`src/rtl/imm_alu_pkg.sv`:
```
package imm_alu_pkg;
  typedef enum logic [1:0] {
    OP_ADD  = 2'b00,
    OP_AND  = 2'b01,
    OP_NOT  = 2'b10,
    OP_PASS = 2'b11
  } alu_op_e;

  typedef struct packed {
    logic neg;
    logic zero;
    logic pos;
  } cc_t;

  localparam cc_t CC_RESET = '{neg: 1'b0, zero: 1'b1, pos: 1'b0};
endpackage

```
`src/rtl/imm_alu_rst_sync.sv`:
```
module imm_alu_rst_sync #(
  parameter int STAGES = 2
) (
  input  logic clk,
  input  logic rst_n,
  output logic rst_n_sync
);
  logic [STAGES-1:0] chain_q;
  logic [STAGES-1:0] chain_d;

  always_comb begin
    chain_d = {chain_q[STAGES-2:0], 1'b1};
  end

  always_ff @(posedge clk or negedge rst_n) begin
    if (!rst_n) chain_q <= '0;
    else        chain_q <= chain_d;
  end

  assign rst_n_sync = chain_q[STAGES-1];
endmodule

```
`src/rtl/imm_alu_opnd_b.sv`:
```
module imm_alu_opnd_b #(
  parameter int DATA_W = 16,
  parameter int IMM_W  = 5
) (
  input  logic [DATA_W-1:0] reg_val,
  input  logic [IMM_W-1:0]  imm_raw,
  input  logic              use_imm,
  output logic [DATA_W-1:0] opnd_b
);
  localparam int EXT_W = DATA_W - IMM_W;
  logic [DATA_W-1:0] imm_ext;

  generate
    if (EXT_W > 0) begin : g_ext
      always_comb imm_ext = {{EXT_W{imm_raw[IMM_W-1]}}, imm_raw};
    end else begin : g_noext
      always_comb imm_ext = imm_raw[DATA_W-1:0];
    end
  endgenerate

  always_comb begin
    opnd_b = use_imm ? imm_ext : reg_val;
  end
endmodule

```
`src/rtl/imm_alu_core.sv`:
```
module imm_alu_core
  import imm_alu_pkg::*;
#(
  parameter int DATA_W = 16
) (
  input  alu_op_e           op,
  input  logic [DATA_W-1:0] a,
  input  logic [DATA_W-1:0] b,
  output logic [DATA_W-1:0] y
);
  logic [DATA_W-1:0] sum_v;
  logic [DATA_W-1:0] and_v;
  logic [DATA_W-1:0] inv_v;

  always_comb begin
    sum_v = a + b;
    and_v = a & b;
    inv_v = ~a;
    unique case (op)
      OP_ADD:  y = sum_v;
      OP_AND:  y = and_v;
      OP_NOT:  y = inv_v;
      OP_PASS: y = a;
      default: y = a;
    endcase
  end
endmodule

```
`src/rtl/imm_alu_cc_reg.sv`:
```
module imm_alu_cc_reg
  import imm_alu_pkg::*;
#(
  parameter int DATA_W = 16
) (
  input  logic              clk,
  input  logic              rst_n,
  input  logic              we,
  input  logic [DATA_W-1:0] value,
  output cc_t               cc
);
  cc_t cc_class;
  cc_t cc_d;
  cc_t cc_q;

  always_comb begin
    cc_class.neg  = value[DATA_W-1];
    cc_class.zero = (value == '0);
    cc_class.pos  = !value[DATA_W-1] && (value != '0);
  end

  always_comb begin
    cc_d = cc_q;
    if (we) cc_d = cc_class;
  end

  always_ff @(posedge clk or negedge rst_n) begin
    if (!rst_n) cc_q <= CC_RESET;
    else        cc_q <= cc_d;
  end

  assign cc = cc_q;
endmodule

```
`src/rtl/imm_alu_cc.sv`:
```
module imm_alu_cc
  import imm_alu_pkg::*;
#(
  parameter int DATA_W      = 16,
  parameter int IMM_W       = 5,
  parameter int IDX_W       = 3,
  parameter int MODE_BIT    = 5,
  parameter int SYNC_STAGES = 2
) (
  input  logic                clk,
  input  logic                rst_n,
  input  logic [DATA_W-1:0]   src1,
  input  logic [DATA_W-1:0]   src2,
  input  logic [MODE_BIT:0]   ir_field,
  input  logic [1:0]          op_sel,
  input  logic                reg_we,
  input  logic [DATA_W-1:0]   wr_data,
  output logic [DATA_W-1:0]   result,
  output logic [IDX_W-1:0]    src2_idx,
  output logic [2:0]          flags
);
  logic              rst_n_int;
  logic [DATA_W-1:0] opnd_b;
  cc_t               cc;

  imm_alu_rst_sync #(.STAGES(SYNC_STAGES)) u_rst (
    .clk(clk), .rst_n(rst_n), .rst_n_sync(rst_n_int)
  );

  imm_alu_opnd_b #(.DATA_W(DATA_W), .IMM_W(IMM_W)) u_opb (
    .reg_val(src2), .imm_raw(ir_field[IMM_W-1:0]),
    .use_imm(ir_field[MODE_BIT]), .opnd_b(opnd_b)
  );

  imm_alu_core #(.DATA_W(DATA_W)) u_core (
    .op(alu_op_e'(op_sel)), .a(src1), .b(opnd_b), .y(result)
  );

  imm_alu_cc_reg #(.DATA_W(DATA_W)) u_cc (
    .clk(clk), .rst_n(rst_n_int), .we(reg_we), .value(wr_data), .cc(cc)
  );

  assign src2_idx = ir_field[IDX_W-1:0];
  assign flags    = cc;
endmodule

```
`config.mk`:
```
export PLATFORM = sky130hd
export DESIGN_NAME = imm_alu_cc
export DESIGN_NICKNAME = d
export VERILOG_FILES = /design/src/rtl/imm_alu_pkg.sv /design/src/rtl/imm_alu_rst_sync.sv /design/src/rtl/imm_alu_opnd_b.sv /design/src/rtl/imm_alu_core.sv /design/src/rtl/imm_alu_cc_reg.sv /design/src/rtl/imm_alu_cc.sv
export SDC_FILE = /design/constraint.sdc
export NUM_CORES = 1
export LEC_CHECK = 0
export BUFFER_PORTS_ARGS = -buffer_cell sky130_fd_sc_hd__buf_4
export CORE_MARGIN = 2
export CORE_UTILIZATION = 48
export CTS_BUF_LIST = sky130_fd_sc_hd__clkbuf_8
export DETAILED_ROUTE_END_ITERATION = 12
export GPL_TIMING_DRIVEN = 0
export PLACE_DENSITY_LB_ADDON = 0.08
export SYNTH_ARGS = -nofsm -noshare
export SYNTH_HDL_FRONTEND = slang
export SYNTH_SLANG_ARGS = --single-unit
```
`constraint.sdc`:
```
create_clock -name clk -period 3.8 [get_ports clk]
set_clock_uncertainty 0.15 [all_clocks]
set_input_delay 0.19 -clock clk [delete_from_list [all_inputs] [get_ports clk]]
set_output_delay 0.19 -clock clk [all_outputs]
set_load 0.1 [all_outputs]
```
==> flow_summary.toml <==
[outcome]
status = "complete, no violations"

[sta]
tns_ns = 0
finalHoldViolCount = 0
finalCriticalPeriod_ns = 3.52
max_freq_mhz = 284
setup_violations = 0
fin_ws_ns = 0.277
period_share = 0.927
drv_slew = 0
worst_slew_margin_rel = 0.577
tightest_slew_ns = 0.635
rsz0062_at_grt = "no"
fin_hold_ws_ns = 0.0345

[routing]
drt_iter0_markers = 57
routed_wl_microns = 4520
wl_met3_microns = 366
viasPerCell = 5.45
wl_per_cell_microns = 12.9
routed.top_layer = "met4"
wl_met1_microns = 1960
drt-pass1-iter-count = 4
post-route-drc-count = 0
ant_nets = 0
wl_met2_microns = 2120
vias = 1907

[logic_synthesis]
netlist_area_sq_um = 1610
async_flop_share = 1.00
synth_area_leaders = "ha_1 (12%), a21oi_1 (7.1%), xnor2_1 (7.1%)"
syn_avg_cell_area_sq_um = 7.33
synth_top_area_share = 0.124
synth-seq-cells = 5
synth_top_flop_cell = "dfrtp_1"
synth_edf_count = 0
yosys_warnings = 0
yosysSeqAreaShare = 0.0784
yosys.area.top_type = "ha_1"
ys_types = 50
syn-num-nets = 296
synthCells = 220

[final_layout]
drive_gt1_frac = 0.395
nFillCells = 283
layout_common_cells = "buf_4 (81), a21oi_1 (20), nor2_1 (19)"
final_common_cell = "buf_4"
area_growth_pct = 47.4
n_antenna_cell = 0
fin_nets = 381
fin_cells = 350
multiInputGateArea_sq_um = 1410
regArea_sq_um = 126

[placed_design]
dp_slack_ns = 0.272
place_hpwl_microns = 3660
place_inst = 344
gp_congestion = 0.843
io_buffer_count = 78

[global_route]
grt_use_total = 0.248
grt_first_pass_wirelength_microns = 7220
overflow = 0
grt_pass1_vias = 1692
grt_max_degree = 11
antenna_found_initial = 0

[clocking]
cts_setup_buffers = 0
cts_tree = "done"
clockRootBuffer = "clkbuf_8"
cts_sinks = 5
clk_latency_ns = 0.22
cts.reportedPaths.clkPinSlew_ns = 0.04
cts_buffers = 3
cts.htree.levels = 1
clockBufferDepth = 2

[setup_path]
cp_max_fo = 8
endpoint_kind = "primary output"
cp.required_ns = 3.46
r2r-start = "u_cc.cc[2]"
start_kind = "primary input"
r2r_slack_ns = 2.87
arrival_ns = 3.18
r2r_cells = 1
r2r-end = "u_cc.cc[2]"
crit_type = "in2out"

[power_and_ir_drop]
ir_worst_vdd_uv = 259
leakage_nw = 1.12
powerDensity_nw_per_um2 = 312

[floorplan]
die_area_sq_um = 3840
initial_core_util = 0.491
coreArea_sq_um = 3280
die_w_microns = 61.9
die_y_microns = 61.9
io_pins = 81
rows = 21

[worst_hold_path]
hold_path.class = "reg2async"

[job]
cap_violations = 0
## through the flow
stage                      util  power [mW]  cell area (sq um)
after floorplan               -       0.507               1670
after global placement    0.704       0.634               2310
after detailed placement  0.704       0.641               2310
after CTS                 0.723       0.744               2380
after global routing      0.723       0.786               2380
final                     0.723       0.742               2380
## flip-flops by register name, indices dropped and copies added, names as in the netlist
signal	cells
u_cc.cc	3
u_rst.chain_q	2
## synthesized netlist by cell type, types with 6 or more instances
| library cell | number |
|---|---|
| xnor2_1 | 13 |
| nand2_1 | 8 |
| o21ai_0 | 16 |
| clkbuf_1 | 8 |
| a211oi_1 | 6 |
| xor2_1 | 13 |
| o21ai_1 | 8 |
| a21oi_1 | 23 |
| mux2_2 | 7 |
| a21o_1 | 6 |
| inv_1 | 15 |
| nor2_1 | 19 |
| ha_1 | 16 |
## how the worst max path moves through the flow
stage / from / to / slack, ns / cells past startpoint
finish: ir_field[5] / result[12] / 0.28 / 12
global route: ir_field[5] / result[12] / 0.06 / 12
CTS: ir_field[5] / result[12] / 0.27 / 12
detailed placement: ir_field[5] / result[12] / 0.27 / 12
global placement: ir_field[5] / result[12] / 0.30 / 12
floorplan: ir_field[5] / result[13] / -0.05 / 10
## logic make-up (layout without fill, tap and decap cells)
kind of cell,after synthesis,in the layout,synth area share
compound gates,84,84,0.355
xor+xnor,26,26,0.141
flops,5,5,0.0784
fa+ha+maj,17,17,0.137
mux,8,8,0.0551
other cells,1,1,0.00233
buf+inv,30,114,0.0792
simple gates,49,49,0.152
## critical path: stages
cell and delay (ns):
clkbuf_1 0.26, mux2_2 0.38, ha_1 0.24, fa_1 0.45, a211oi_2 0.30, o21bai_2 0.13
and2_1 0.19, o21ai_2 0.19, a31oi_2 0.14, xnor2_1 0.18, a221oi_4 0.22, buf_4 0.32
## power by group
part	switching, mW	total, mW	leakage (nW)	internal [mW]
registers	0.00177	0.0586	0.0570	0.0569
logic	0.391	0.586	1.03	0.195
clock network	0.0276	0.0969	0.0269	0.0694
total	0.421	0.742	1.12	0.321
## final cells by class
cell class | instances | share of cell area
Timing Repair Buffer | 80 | 0.255
Sequential cell | 5 | 0.0532
Tap cell | 46 | 0.0242
Inverter | 15 | 0.0237
Buffer | 15 | 0.0300
Clock buffer | 3 | 0.0174
Clock inverter | 1 | 0.00158
Multi-Input combinational cell | 185 | 0.595
## timing repair
action | in CTS | in global routing
resized for setup | 0 | 0
hold buffers | 2 | 0
hold endpoints to repair | 4 | 0
## metal layers
| layer | global-route usage | vias to the layer above |
|---|---|---|
| li1 | - | 958 |
| met1 | 0.321 | 849 |
| met4 | 0.0699 | 0 |
| met5 | 0 | - |
| met2 | 0.432 | 90 |
| met3 | 0.0290 | 10 |
No activity file was read; power rests on OpenSTA's default activity.
